[src/rtl/spi_cmd_pkg.sv]
package spi_cmd_pkg;
  localparam int FRAME_W = 16;
  localparam int OP_W    = 2;

  typedef enum logic [OP_W-1:0] {
    OP_RDATA = 2'b00,
    OP_RCFG  = 2'b01,
    OP_WDATA = 2'b10,
    OP_WCFG  = 2'b11
  } op_e;
endpackage

[src/rtl/spi_cmd_sync.sv]
module spi_cmd_sync #(
  parameter int         N       = 3,
  parameter int         STAGES  = 2,
  parameter logic [N-1:0] RST_VAL = '0
) (
  input  logic         clk,
  input  logic         rst_n,
  input  logic [N-1:0] d_in,
  output logic [N-1:0] d_out
);
  genvar g;
  generate
    for (g = 0; g < N; g++) begin : g_bit
      logic [STAGES-1:0] pipe_q;
      logic [STAGES-1:0] pipe_d;
      always_comb pipe_d = {pipe_q[STAGES-2:0], d_in[g]};
      always_ff @(posedge clk or negedge rst_n) begin
        if (!rst_n) pipe_q <= {STAGES{RST_VAL[g]}};
        else        pipe_q <= pipe_d;
      end
      assign d_out[g] = pipe_q[STAGES-1];
    end
  endgenerate
endmodule

[src/rtl/spi_cmd_rx.sv]
module spi_cmd_rx
  import spi_cmd_pkg::*;
#(
  parameter int FW = FRAME_W
) (
  input  logic             clk,
  input  logic             rst_n,
  input  logic             cs_act,
  input  logic             cs_fall,
  input  logic             cs_rise,
  input  logic             sclk_rise,
  input  logic             mosi,
  output logic             op_known,
  output op_e              op_cur,
  output logic             cmd_valid,
  output op_e              cmd_op,
  output logic [FW-OP_W-1:0] cmd_payload,
  output logic             cmd_test
);
  localparam int PW      = FW - OP_W;
  localparam int CNT_MAX = FW + 1;
  localparam int CW      = $clog2(CNT_MAX + 1);

  logic [FW-1:0] sh_q, sh_d;
  logic [CW-1:0] cnt_q, cnt_d;
  logic          known_q, known_d;
  op_e           opc_q, opc_d;
  logic          vld_q, vld_d;
  op_e           op_q, op_d;
  logic [PW-1:0] pay_q, pay_d;
  logic          tst_q, tst_d;
  logic          full;

  assign full = (cnt_q == CW'(FW));

  always_comb begin
    sh_d    = sh_q;
    cnt_d   = cnt_q;
    known_d = known_q;
    opc_d   = opc_q;
    vld_d   = 1'b0;
    op_d    = op_q;
    pay_d   = pay_q;
    tst_d   = 1'b0;
    if (cs_fall) begin
      sh_d    = '0;
      cnt_d   = '0;
      known_d = 1'b0;
    end else if (cs_act && sclk_rise) begin
      sh_d = {sh_q[FW-2:0], mosi};
      if (cnt_q != CW'(CNT_MAX)) cnt_d = cnt_q + 1'b1;
      if (cnt_q == CW'(1)) begin
        known_d = 1'b1;
        opc_d   = op_e'({sh_q[0], mosi});
      end
    end
    if (cs_rise && full) begin
      vld_d = 1'b1;
      op_d  = op_e'(sh_q[FW-1 -: OP_W]);
      pay_d = sh_q[PW-1:0];
      tst_d = (op_e'(sh_q[FW-1 -: OP_W]) == OP_RCFG) && sh_q[0];
    end
  end

  always_ff @(posedge clk or negedge rst_n) begin
    if (!rst_n) begin
      sh_q    <= '0;
      cnt_q   <= '0;
      known_q <= 1'b0;
      opc_q   <= OP_RDATA;
      vld_q   <= 1'b0;
      op_q    <= OP_RDATA;
      pay_q   <= '0;
      tst_q   <= 1'b0;
    end else begin
      sh_q    <= sh_d;
      cnt_q   <= cnt_d;
      known_q <= known_d;
      opc_q   <= opc_d;
      vld_q   <= vld_d;
      op_q    <= op_d;
      pay_q   <= pay_d;
      tst_q   <= tst_d;
    end
  end

  assign op_known    = known_q;
  assign op_cur      = opc_q;
  assign cmd_valid   = vld_q;
  assign cmd_op      = op_q;
  assign cmd_payload = pay_q;
  assign cmd_test    = tst_q;

  // strobe is one cycle wide
  p_single_pulse_r4: assert property (@(posedge clk) disable iff (!rst_n)
    cmd_valid |=> !cmd_valid);
  // strobe only follows a chip-select rise
  p_after_rise_r4: assert property (@(posedge clk) disable iff (!rst_n)
    cmd_valid |-> $past(cs_rise));
  // a wrong-length frame yields no strobe
  p_abort_r5: assert property (@(posedge clk) disable iff (!rst_n)
    (cs_rise && (cnt_q != CW'(FW))) |=> !cmd_valid);
  // test flag only with a read-configuration strobe
  p_test_r9: assert property (@(posedge clk) disable iff (!rst_n)
    cmd_test |-> (cmd_valid && cmd_op == OP_RCFG));
endmodule

[src/rtl/spi_cmd_tx.sv]
module spi_cmd_tx
  import spi_cmd_pkg::*;
#(
  parameter int FW = FRAME_W
) (
  input  logic          clk,
  input  logic          rst_n,
  input  logic          cs_act,
  input  logic          cs_fall,
  input  logic          sclk_fall,
  input  logic          op_known,
  input  op_e           op_cur,
  input  logic [FW-1:0] rsp_word,
  output logic          miso
);
  logic [FW-1:0] sh_q, sh_d;
  logic          tail_zero;

  assign tail_zero = op_known && (op_cur == OP_WCFG);

  always_comb begin
    sh_d = sh_q;
    if (cs_fall)
      sh_d = rsp_word;
    else if (cs_act && sclk_fall)
      sh_d = tail_zero ? '0 : {sh_q[FW-2:0], 1'b0};
  end

  always_ff @(posedge clk or negedge rst_n) begin
    if (!rst_n) sh_q <= '0;
    else        sh_q <= sh_d;
  end

  assign miso = cs_act & sh_q[FW-1];

  // response captured at chip-select fall
  p_capture_r3: assert property (@(posedge clk) disable iff (!rst_n)
    cs_fall |=> (sh_q == $past(rsp_word)));
  // write-configuration tail is all zeros
  p_wcfg_tail_r8: assert property (@(posedge clk) disable iff (!rst_n)
    (cs_act && sclk_fall && tail_zero) |=> !miso);
endmodule

[src/rtl/spi_cmd_slave.sv]
module spi_cmd_slave
  import spi_cmd_pkg::*;
#(
  parameter int SYNC_STAGES = 2
) (
  input  logic                    clk,
  input  logic                    rst_n,
  input  logic                    spi_sclk,
  input  logic                    spi_csn,
  input  logic                    spi_mosi,
  output logic                    spi_miso,
  input  logic [FRAME_W-1:0]      rsp_word,
  output logic                    cmd_valid,
  output logic [OP_W-1:0]         cmd_op,
  output logic [FRAME_W-OP_W-1:0] cmd_payload,
  output logic                    cmd_test
);
  logic [2:0] raw, synced;
  logic       sclk_s, csn_s, mosi_s;
  logic       sclk_p, csn_p;
  logic       cs_act, cs_fall, cs_rise, sclk_rise, sclk_fall;
  logic       op_known;
  op_e        op_cur, op_out;

  assign raw = {spi_csn, spi_sclk, spi_mosi};

  spi_cmd_sync #(.N(3), .STAGES(SYNC_STAGES), .RST_VAL(3'b100)) u_sync (
    .clk(clk), .rst_n(rst_n), .d_in(raw), .d_out(synced)
  );
  assign {csn_s, sclk_s, mosi_s} = synced;

  always_ff @(posedge clk or negedge rst_n) begin
    if (!rst_n) begin
      sclk_p <= 1'b0;
      csn_p  <= 1'b1;
    end else begin
      sclk_p <= sclk_s;
      csn_p  <= csn_s;
    end
  end

  assign cs_act    = ~csn_s;
  assign cs_fall   = csn_p & ~csn_s;
  assign cs_rise   = ~csn_p & csn_s;
  assign sclk_rise = ~sclk_p & sclk_s;
  assign sclk_fall = sclk_p & ~sclk_s;

  spi_cmd_rx #(.FW(FRAME_W)) u_rx (
    .clk(clk), .rst_n(rst_n), .cs_act(cs_act), .cs_fall(cs_fall),
    .cs_rise(cs_rise), .sclk_rise(sclk_rise), .mosi(mosi_s),
    .op_known(op_known), .op_cur(op_cur), .cmd_valid(cmd_valid),
    .cmd_op(op_out), .cmd_payload(cmd_payload), .cmd_test(cmd_test)
  );

  spi_cmd_tx #(.FW(FRAME_W)) u_tx (
    .clk(clk), .rst_n(rst_n), .cs_act(cs_act), .cs_fall(cs_fall),
    .sclk_fall(sclk_fall), .op_known(op_known), .op_cur(op_cur),
    .rsp_word(rsp_word), .miso(spi_miso)
  );

  assign cmd_op = op_out;

  // no MISO activity once chip select has settled high
  p_idle_low_r11: assert property (@(posedge clk) disable iff (!rst_n)
    (csn_s && csn_p) |-> !spi_miso);
endmodule

[config.mk]
export PLATFORM = sky130hd
export DESIGN_NAME = spi_cmd_slave
export DESIGN_NICKNAME = d
export VERILOG_FILES = /design/src/rtl/spi_cmd_pkg.sv /design/src/rtl/spi_cmd_sync.sv /design/src/rtl/spi_cmd_rx.sv /design/src/rtl/spi_cmd_tx.sv /design/src/rtl/spi_cmd_slave.sv
export SDC_FILE = /design/constraint.sdc
export NUM_CORES = 1
export LEC_CHECK = 0
export ABC_CLOCK_PERIOD_IN_PS = 3000
export BUFFER_PORTS_ARGS = -buffer_cell sky130_fd_sc_hd__buf_2
export CAP_MARGIN = 20
export CORE_MARGIN = 1
export CORE_UTILIZATION = 49
export DETAILED_ROUTE_END_ITERATION = 16
export HOLD_SLACK_MARGIN = 0.12
export PLACE_DENSITY = 0.7
export SETUP_SLACK_MARGIN = 0.05
export SKIP_CTS_REPAIR_TIMING = 1
export SYNTH_ARGS = -nofsm -noshare
export SYNTH_HDL_FRONTEND = slang
export SYNTH_SLANG_ARGS = --single-unit
[constraint.sdc]
create_clock -name clk -period 3 [get_ports clk]
set_input_delay 0.45 -clock clk [delete_from_list [all_inputs] [get_ports clk]]
set_output_delay 0.45 -clock clk [all_outputs]
set_load 0.005 [all_outputs]
==> results.cfg <==
[timing]
slew_violations = 0
timing.fmax_mhz = 478
rsz0062_at_grt = false
finalSetupViolCount = 0
skew_ps = 5.81
maxSlewHeadroom_pct = 33.2
min_period_over_period_pct = 69.7
fin_tns_setup_ps = 0
fin_crit_ps = 2090
tightest_slew_ps = 1000
hold_viol_final = 0

[synthesis]
syn_area_um2 = 2680
synth_cell_types = 31
synth_area_leaders = dfrtp_1, mux2_2, a221o_1
synth_area_leader_cell = dfrtp_1
ys.warnings.count = 0
yosysTopAreaCellShare_pct = 58.9
synth-seq-area-share_pct = 61.8
syn_inst = 215
syn_area_per_cell_um2 = 12.5
synth_nets = 239
ys_seq_elements = 66

[worst_setup_path]
r2r_cells = 3
cp-end-kind = register
cp.required_ps = 3230
cp_max_fo = 17
crit_path_end = u_rx.op_cur[1]$_DFFE_PN0P_
cpPeakStageDelay_ps = 830
cp_slowest_cell = nor3b_2
path_cells = nor3b_2 > nand4b_1 > mux2_2
worst_ep_arrival_time_ps = 2320
criticalPathCategory = register to register
worst_r2r_endpoint = u_rx.op_cur[1]$_DFFE_PN0P_
rrSetupSlack_ps = 910
critPathLaunch = u_sync.g_bit[1].pipe_q[1]$_DFF_PN0_
r2r-start = u_sync.g_bit[1].pipe_q[1]$_DFF_PN0_
cp-start-kind = register

[job]
drv_cap = 0

[min_path]
hold_path.class = primary input to register
min_from = spi_csn

[floorplanning]
dieArea_um2 = 5760
die_x_um = 75.9
core_area_um2 = 5170
rows = 26
io_pins = 40
die-height_um = 75.9
start_util_pct = 51.8

[finish]
antenna_cells = 0
final_common_cell = dfrtp_1
nets = 280
layout_common_cells = dfrtp_1, buf_2, nand2_1
layout-drive-gt1-share_pct = 31.8
n_fill_cell = 441
area_growth_pct = 17.3

[cts]
cts_tree = done
clkSinkCount = 66
cts_max_level = 3
root_buffer = clkbuf_8
clk_pin_slew_worst_paths_ps = 70
cts_made_buffers = 9
clk_path_buf_depth = 2
clock_latency_ps = 350

[drt]
vias = 1830
ant_nets = 0
drt_iter0_markers = 81
via_per_inst = 5.53
wl_per_cell_um = 14.7
finalWirelength_mm = 4.86
drc = 0
firstDrtPassIters = 4

[power_and_ir_drop]
cellPowerDensity_nw_per_um2 = 599
power_leakage_nw = 1.57
peakVddDrop_mv = 0.259
finalPower_mw = 1.88

[global_routing]
gr-total-overflow = 0
grt_pass1_wl_mm = 8.28
antenna_found_initial = 0
grtUsageTotal_pct = 18.9
grt_max_degree = 67
grt_pass1_vias = 1746

[place]
io_buffers = 39
gp_congestion = 0.720
dp_hpwl_mm = 2.97

[status]
status = finished, final reports clean
[cell usage after synthesis]
library cell	instances
dfrtp_1	63
nand2_1	32
mux2_2	18
a21oi_1	16
a221o_1	15
and3_1	15
buf_2	8
nand3_1	6
nand3b_1	4
or3_1	4
clkbuf_1	3
dfstp_2	3
ha_1	3
inv_1	3
nor2b_1	3
o21ai_0	3
nand4b_1	2
a22o_1	1
and4b_1	1
buf_6	1
nand2b_1	1
nand4bb_1	1
nor3_1	1
nor3_4	1
nor3b_2	1
nor4b_2	1
nor4bb_1	1
o211ai_1	1
o21bai_1	1
o41ai_1	1
or3b_1	1
[cells by family (layout without fill, tap and decap cells)]
logic type | Yosys count | in the layout | share of synthesized area (%)
DFF | 66 | 66 | 61.8
AOI/OAI and AO/OA | 38 | 38 | 10.4
adders and majority gates | 3 | 3 | 1.40
buffers and inverters | 15 | 61 | 2.76
and+or+nand+nor | 75 | 75 | 16.1
muxes | 18 | 18 | 7.57
[how the worst min path moves through the flow]
stage / end / cells past startpoint
floorplan: sclk_p$_DFF_PN0_ / 0
global placement: u_sync.g_bit[0].pipe_q[1]$_DFF_PN0_ / 0
detailed placement: u_sync.g_bit[0].pipe_q[1]$_DFF_PN0_ / 0
CTS: u_sync.g_bit[2].pipe_q[0]$_DFF_PN1_ / 1
global route: u_sync.g_bit[2].pipe_q[0]$_DFF_PN1_ / 1
finish: u_sync.g_bit[2].pipe_q[0]$_DFF_PN1_ / 1
[cell type report]
type / instances / area, um^2 / share of cell area [%]
multi-input cells: 134 / 951 / 30.3
clock buffers: 9 / 124 / 3.94
clock inverters: 7 / 93.8 / 2.99
well taps: 70 / 87.6 / 2.79
flip-flops and latches: 66 / 1660 / 52.7
repair buffers: 42 / 218 / 6.93
inverters: 3 / 11.3 / 0.359
[registers in the layout, summed over array words and instances, names as in the netlist]
name and cells:
csn_p 1, sclk_p 1, u_rx.cmd_op 2, u_rx.cmd_payload 14, u_rx.cmd_test 1, u_rx.cmd_valid 1, u_rx.cnt_q 5, u_rx.op_cur 2
u_rx.op_known 1, u_rx.sh_q 16, u_sync.g_bit.pipe_q 6, u_tx.sh_q 16
[power breakdown]
part	internal, mW	switching [mW]
clock	0.465	0.345
sequential	0.935	0.0295
combinational	0.0518	0.0548
total	1.45	0.429
[routing by layer]
metal	global-route usage (%)	vias to the layer above	wire [um]
met5	0	-	0
met4	8.65	0	88
met3	7.83	7	206
met2	28.9	32	2250
met1	23.6	925	2310
li1	-	866	-
[metrics by stage]
| stage | cell area, um^2 | utilization (%) | std cells | hold WS (ps) | setup slack, ps |
|---|---|---|---|---|---|
| after floorplan | 2680 | - | 215 | 154 | 1240 |
| after global placement | 2920 | 56.5 | 315 | 332 | 986 |
| after detailed placement | 2920 | 56.5 | 315 | 336 | 917 |
| after CTS | 3140 | 60.7 | 331 | 179 | 903 |
| after global routing | 3140 | 60.7 | 331 | 174 | 765 |
| final | 3140 | 60.7 | 331 | 200 | 908 |
[critical path: cells and delay by family (launching register included)]
| family | cells | cell delay (ps) |
|---|---|---|
| and+or+nand+nor | 2 | 1190 |
| muxes | 1 | 360 |
| DFF | 1 | 430 |
(Power assumes the default switching activity.)
